--- config.mk ---
export PLATFORM = sky130hd
export DESIGN_NAME = pkt_spill_buffer
export DESIGN_NICKNAME = d
export VERILOG_FILES = /design/src/rtl/pktbuf_pkg.sv /design/src/rtl/pktbuf_ram.sv /design/src/rtl/pktbuf_wr_ctrl.sv /design/src/rtl/pktbuf_rd_ctrl.sv /design/src/rtl/pkt_spill_buffer.sv
export SDC_FILE = /design/constraint.sdc
export NUM_CORES = 2
export LEC_CHECK = 0
export ABC_AREA = 1
export BUFFER_PORTS_ARGS = -buffer_cell sky130_fd_sc_hd__clkbuf_2
export CAP_MARGIN = 20
export CORE_MARGIN = 10
export CORE_UTILIZATION = 30
export CTS_CLUSTER_DIAMETER = 40
export DETAILED_ROUTE_END_ITERATION = 10
export PLACE_DENSITY = 0.42
export SLEW_MARGIN = 20
export SYNTH_ARGS = -nofsm -noshare
export SYNTH_HDL_FRONTEND = slang
export SYNTH_SLANG_ARGS = --single-unit
--- constraint.sdc ---
create_clock -name clk -period 11 [get_ports clk]
set_input_delay 1.1 -clock clk [delete_from_list [all_inputs] [get_ports clk]]
set_output_delay 1.1 -clock clk [all_outputs]
set_load 0.01 [all_outputs]
--- src/rtl/pktbuf_pkg.sv ---
package pktbuf_pkg;
  // Release policy selected by the mode input.
  typedef enum logic {
    REL_WHOLE = 1'b0,
    REL_CUT   = 1'b1
  } release_mode_e;

  // Output staging capacity: covers two-cycle read latency plus back-pressure.
  localparam int OUT_DEPTH = 4;
  localparam int OUT_AW    = 2;
endpackage

--- src/rtl/pktbuf_ram.sv ---
module pktbuf_ram #(
  parameter int WORD_W = 70,
  parameter int ADDR_W = 5
) (
  input  logic              clk,
  input  logic              we,
  input  logic [ADDR_W-1:0] waddr,
  input  logic [WORD_W-1:0] wdata,
  input  logic              re,
  input  logic [ADDR_W-1:0] raddr,
  output logic [WORD_W-1:0] rdata
);
  localparam int DEPTH = 1 << ADDR_W;

  logic [WORD_W-1:0] mem [DEPTH];

  always_ff @(posedge clk) begin
    if (we) mem[waddr] <= wdata;
    if (re) rdata <= mem[raddr];
  end
endmodule

--- src/rtl/pktbuf_wr_ctrl.sv ---
module pktbuf_wr_ctrl #(
  parameter int ADDR_W = 5,
  localparam int PW = ADDR_W + 1
) (
  input  logic          clk,
  input  logic          rst,
  input  logic          wr_valid,
  input  logic          wr_eop,
  input  logic [PW-1:0] rel_ptr,
  output logic          wr_ready,
  output logic          wr_fire,
  output logic [PW-1:0] wr_ptr,
  output logic [PW-1:0] commit_ptr
);
  localparam logic [PW-1:0] DEPTH_P = PW'(1 << ADDR_W);

  logic [PW-1:0] used;

  // Occupancy counts every word not yet taken at the output port.
  assign used     = wr_ptr - rel_ptr;
  assign wr_ready = (used != DEPTH_P);
  assign wr_fire  = wr_valid && wr_ready;

  always_ff @(posedge clk) begin
    if (rst) begin
      wr_ptr     <= '0;
      commit_ptr <= '0;
    end else if (wr_fire) begin
      wr_ptr <= wr_ptr + PW'(1);
      if (wr_eop) commit_ptr <= wr_ptr + PW'(1);
    end
  end
endmodule

--- src/rtl/pktbuf_rd_ctrl.sv ---
module pktbuf_rd_ctrl
  import pktbuf_pkg::*;
#(
  parameter int ADDR_W = 5,
  parameter int WORD_W = 70,
  localparam int PW = ADDR_W + 1
) (
  input  logic              clk,
  input  logic              rst,
  input  logic              cut_through,
  input  logic [PW-1:0]     wr_ptr,
  input  logic [PW-1:0]     commit_ptr,
  input  logic [WORD_W-1:0] ram_q,
  input  logic              rd_ready,
  output logic              ram_re,
  output logic [ADDR_W-1:0] ram_raddr,
  output logic [PW-1:0]     rd_ptr,
  output logic [PW-1:0]     rel_ptr,
  output logic              rd_valid,
  output logic [WORD_W-1:0] out_word
);
  localparam int CW = OUT_AW + 1;

  release_mode_e mode;
  logic [PW-1:0] limit, span_lim, span_wr;
  logic          has_word, room, v1, push, pop;
  logic [CW-1:0] cnt;
  logic [CW:0]   inflight;
  logic [OUT_AW-1:0] head, tail;
  logic [WORD_W-1:0] slot [OUT_DEPTH];

  // Readable span is measured against the mode-dependent limit and may
  // never exceed the span up to the raw write pointer.
  assign mode     = release_mode_e'(cut_through);
  assign limit    = (mode == REL_CUT) ? wr_ptr : commit_ptr;
  assign span_lim = limit - rd_ptr;
  assign span_wr  = wr_ptr - rd_ptr;
  assign has_word = (span_lim != '0) && (span_lim <= span_wr);

  // Issue only when every in-flight word has a guaranteed staging slot.
  assign inflight  = {1'b0, cnt} + (CW+1)'(v1);
  assign room      = inflight < (CW+1)'(OUT_DEPTH);
  assign ram_re    = has_word && room;
  assign ram_raddr = rd_ptr[ADDR_W-1:0];

  assign push     = v1;
  assign rd_valid = (cnt != '0);
  assign pop      = rd_valid && rd_ready;
  assign out_word = slot[head];

  always_ff @(posedge clk) begin
    if (rst) begin
      rd_ptr  <= '0;
      rel_ptr <= '0;
      v1      <= 1'b0;
      head    <= '0;
      tail    <= '0;
      cnt     <= '0;
    end else begin
      v1 <= ram_re;
      if (ram_re) rd_ptr  <= rd_ptr + PW'(1);
      if (pop)    rel_ptr <= rel_ptr + PW'(1);
      if (push)   tail    <= tail + OUT_AW'(1);
      if (pop)    head    <= head + OUT_AW'(1);
      cnt <= cnt + CW'(push) - CW'(pop);
    end
  end

  always_ff @(posedge clk) begin
    if (push) slot[tail] <= ram_q;
  end
endmodule

--- src/rtl/pkt_spill_buffer.sv ---
module pkt_spill_buffer #(
  parameter int DATA_W  = 64,
  parameter int EXTRA_W = 4,
  parameter int ADDR_W  = 5,
  localparam int PAY_W  = DATA_W + EXTRA_W
) (
  input  logic             clk,
  input  logic             rst,
  input  logic             cut_through,
  input  logic             wr_valid,
  output logic             wr_ready,
  input  logic             wr_sop,
  input  logic             wr_eop,
  input  logic [PAY_W-1:0] wr_data,
  output logic             rd_valid,
  input  logic             rd_ready,
  output logic             rd_sop,
  output logic             rd_eop,
  output logic [PAY_W-1:0] rd_data
);
  localparam int WORD_W = PAY_W + 2;
  localparam int PW     = ADDR_W + 1;

  logic              wr_fire, ram_re;
  logic [PW-1:0]     wr_ptr, commit_ptr, rd_ptr, rel_ptr;
  logic [ADDR_W-1:0] ram_raddr;
  logic [WORD_W-1:0] ram_q, out_word;

  pktbuf_wr_ctrl #(.ADDR_W(ADDR_W)) u_wr (
    .clk(clk), .rst(rst), .wr_valid(wr_valid), .wr_eop(wr_eop),
    .rel_ptr(rel_ptr), .wr_ready(wr_ready), .wr_fire(wr_fire),
    .wr_ptr(wr_ptr), .commit_ptr(commit_ptr)
  );

  pktbuf_ram #(.WORD_W(WORD_W), .ADDR_W(ADDR_W)) u_ram (
    .clk(clk), .we(wr_fire), .waddr(wr_ptr[ADDR_W-1:0]),
    .wdata({wr_sop, wr_eop, wr_data}),
    .re(ram_re), .raddr(ram_raddr), .rdata(ram_q)
  );

  pktbuf_rd_ctrl #(.ADDR_W(ADDR_W), .WORD_W(WORD_W)) u_rd (
    .clk(clk), .rst(rst), .cut_through(cut_through),
    .wr_ptr(wr_ptr), .commit_ptr(commit_ptr), .ram_q(ram_q),
    .rd_ready(rd_ready), .ram_re(ram_re), .ram_raddr(ram_raddr),
    .rd_ptr(rd_ptr), .rel_ptr(rel_ptr), .rd_valid(rd_valid),
    .out_word(out_word)
  );

  assign {rd_sop, rd_eop, rd_data} = out_word;
endmodule

==> impl_metrics.py <==
metrics = {
    "logic_synthesis": {
        "synth_nets": 7743,
        "yosys_warnings": 0,
        "synth.cell_area_um2": 102000,
        "synth.top_cell.area_share_pct": 76.1,
        "synthFlopType": "edfxtp_1",
        "async_flop_share_pct": 0,
        "yosys-top-cells-count": "edfxtp_1, nor2_1, o21ai_0, o22ai_1, nand2_1",
        "synthTopCellsByArea": "edfxtp_1, o21ai_0, nor2_1",
        "synth_seq_cells": 2624,
        "syn_inst": 7631,
        "yosys.cell_types.count": 33,
        "syn-mean-instance-area_um2": 13.4,
        "synth_enable_flop_cells": 2590,
        "yosysMostFrequentCell": "edfxtp_1",
        "ys_seq_area_share_pct": 76.8,
        "synth_top_area_cell": "edfxtp_1",
    },
    "cells_and_area": {
        "ff_latch_area_um2": 78500,
        "final_cells": 12800,
        "syn2layout_area_growth_pct": 20.1,
        "fillers": 32700,
        "multi_input_area_um2": 21200,
        "drive_gt1_share_pct": 13.0,
        "fin_nets": 7965,
    },
    "die": {
        "io_pins": 147,
        "start_util_pct": 30.1,
        "fp.dieH_um": 604,
        "die_x_um": 604,
        "rows": 214,
        "core-area_um2": 340000,
        "die-area_um2": 364000,
    },
    "critical_path": {
        "critical_path.max_fanout": 42,
        "r2r_setup_slack_ns": 5.73,
        "cp-startpoint": "u_rd.rd_ptr[4]",
        "crit-reg2reg-launch": "u_rd.rd_ptr[4]",
        "critPathCapture": "u_ram.rdata[33]",
        "startpoint_type": "flop",
        "endpoint_kind": "flop",
        "critPathRequiredTime_ns": 11.56,
        "ff2ff_path_depth": 16,
        "worstSetupPathType": "flop to flop",
        "arrival_ns": 5.82,
        "worstReg2RegEnd": "u_ram.rdata[33]",
    },
    "detailed_routing": {
        "vias_per_cell": 5.10,
        "ant_nets": 0,
        "drt_pass1_iterations": 7,
        "wl_um": 341000,
        "drt_iter0_drc": 6575,
        "post_drt_wl_per_cell_um": 26.7,
        "num_vias": 65100,
        "drc": 0,
    },
    "timing": {
        "fin_crit_sh_pct": 47.9,
        "maxSlewHeadroom_pct": 24.2,
        "worst_pin_slew_ns": 1.14,
        "setup_viol": 0,
        "final.setup.tns_ns": 0,
        "maxSlewViolCount": 0,
        "rsz0062_at_grt": "no",
        "layout_min_cycle_time_ns": 5.27,
        "clock.fmax_mhz": 190,
        "skew_ns": 0.0578,
        "hold_viol": 0,
    },
    "cts": {
        "cts_hold_buf": 0,
        "cts_tree": "yes",
        "cts_made_buffers": 433,
        "cts_setup_buffers": 0,
        "clk_pin_slew_ns": 0.05,
        "clockRootBuffer": "clkbuf_16",
        "clk_latency_ns": 0.96,
        "cts_max_level": 5,
        "cts_resized": 0,
        "cts.sinks": 2624,
        "clockBufferDepth": 4,
    },
    "global_routing": {
        "grt_pass1_vias": 63500,
        "track_usage_pct": 17.9,
        "gr-total-overflow": 0,
        "grt_pass1_wl_um": 481000,
        "grt_max_degree": 178,
        "antenna_found_initial": 34,
    },
    "place": {
        "dpl.cell_count": 12000,
        "dp_hpwl_um": 183000,
        "io_buffers": 146,
        "place_congestion": 0.794,
    },
    "pwr": {
        "power_leakage_nw": 39.9,
        "vdd_ir_drop_max_mv": 0.253,
        "cellPowerDensity_nw_per_um2": 265,
    },
    "flow_run": {
        "maxCapViolCount": 0,
    },
    "status": {
        "status": "finished clean",
    },
    "worst_hold_path": {
        "worstHoldPathType": "flop to flop",
    },
}
-- worst min-delay path by stage --
| stage | start | end | slack [ns] | depth (start not counted) |
|---|---|---|---|---|
| after floorplan | u_rd.head[1] | flop | 0.44 | 2 |
| after global placement | u_rd.head[0] | u_rd.head[0] | 0.46 | 1 |
| after detailed placement | u_rd.head[0] | u_rd.head[0] | 0.46 | 1 |
| after CTS | wr_valid | u_wr.commit_ptr[5] | 0.37 | 3 |
| after global routing | wr_valid | u_wr.commit_ptr[5] | 0.45 | 3 |
| final | u_rd.head[1] | flop | 0.44 | 2 |
-- layout by cell type (no fill, tap or decap), types with 6 or more instances in the layout --
| cell type | n |
|---|---|
| nor3_1 | 10 |
| ha_1 | 34 |
| or2_1 | 8 |
| inv_16 | 7 |
| o221ai_1 | 25 |
| bufinv_16 | 61 |
| a31oi_1 | 31 |
| o22ai_1 | 433 |
| clkinv_4 | 28 |
| clkinv_2 | 76 |
| clkbuf_16 | 436 |
| clkinvlp_4 | 58 |
| a21oi_1 | 60 |
| nand3_1 | 177 |
| buf_12 | 9 |
| edfxtp_1 | 2590 |
| clkbuf_2 | 146 |
| clkinv_1 | 62 |
| diode_2 | 7 |
| nand2_1 | 385 |
| clkinv_8 | 8 |
| nand4_1 | 46 |
| nor2_4 | 33 |
| o211ai_1 | 152 |
| o21ai_1 | 86 |
| inv_1 | 79 |
| dfxtp_1 | 28 |
| inv_6 | 35 |
| clkbuf_1 | 38 |
| clkinv_16 | 6 |
| o21a_1 | 9 |
| o21ai_0 | 1268 |
| nor2_1 | 1616 |
| xor2_1 | 8 |
| buf_4 | 147 |
-- critical path, stage by stage, from the launching register on --
cell and delay [ns]:
dfxtp_4 0.41, inv_6 0.41, buf_4 0.56, ha_1 0.36
a21oi_1 0.19, nand3_1 0.10, nand2_1 0.09, inv_1 0.05
ha_1 0.28, nand2_1 0.10, nor2_1 0.06, o21ai_0 0.07
o211ai_1 0.11, nand2_1 0.26, nand3_1 0.26, inv_4 0.55
buf_4 0.81
-- registers in the layout, indices dropped and copies added (netlist names), named ones only --
name / flops
u_wr.wr_ptr: 6
u_ram.rdata: 70
u_rd.push: 1
u_rd.head: 2
u_wr.commit_ptr: 6
u_ram.mem: 2240
u_rd.cnt: 3
u_rd.rd_ptr: 6
u_rd.rel_ptr: 6
u_rd.tail: 2
u_rd.slot: 280
-- final cells by class --
class	instances	area share, %
diodes	7	0.0143
inverters	94	0.333
multi-input cells	4397	17.3
well taps	4536	4.62
flip-flops and latches	2624	63.9
repair buffers	303	1.66
clock inverters	334	3.12
clock buffers	475	9.02
-- metrics by stage --
stage               hold slack, ns  setup slack [ns]  cell area, um2  util [%]  power [mW]
global route                 0.446              5.46          123000      36.1        33.9
floorplan                    0.436              5.81          102000         -        16.2
global placement             0.455              5.46          108000      31.7        19.0
finish                       0.445              5.73          123000      36.2        32.5
detailed placement           0.464              5.47          108000      31.8        19.0
CTS                          0.367              5.70          123000      36.1        32.8
-- per-layer routing --
layer  up-vias  routed length [um]  GRT usage, %
li1      28900                   -             -
met1     33500              154000          25.3
met2      2058              156000          28.2
met3       560               22300          3.45
met4        10                8660          4.94
met5         -                  57             0
-- where the power goes --
part,switching [mW],internal (mW)
clock,5.00,8.74
sequential,0.448,11.9
combinational,4.83,1.58
-- cell families (layout without fill, tap and decap cells) --
family	Yosys count	in the layout	share of synthesized area [%]
flip-flops	2624	2624	76.8
buffers and inverters	610	1206	2.68
adder cells (fa/ha/maj)	37	37	0.475
XOR/XNOR	13	13	0.111
AND/OR/NAND/NOR	2281	2281	8.76
AO/OA/AOI/OAI	2066	2066	11.2
other	0	7	0
(Power assumes the default switching activity.)
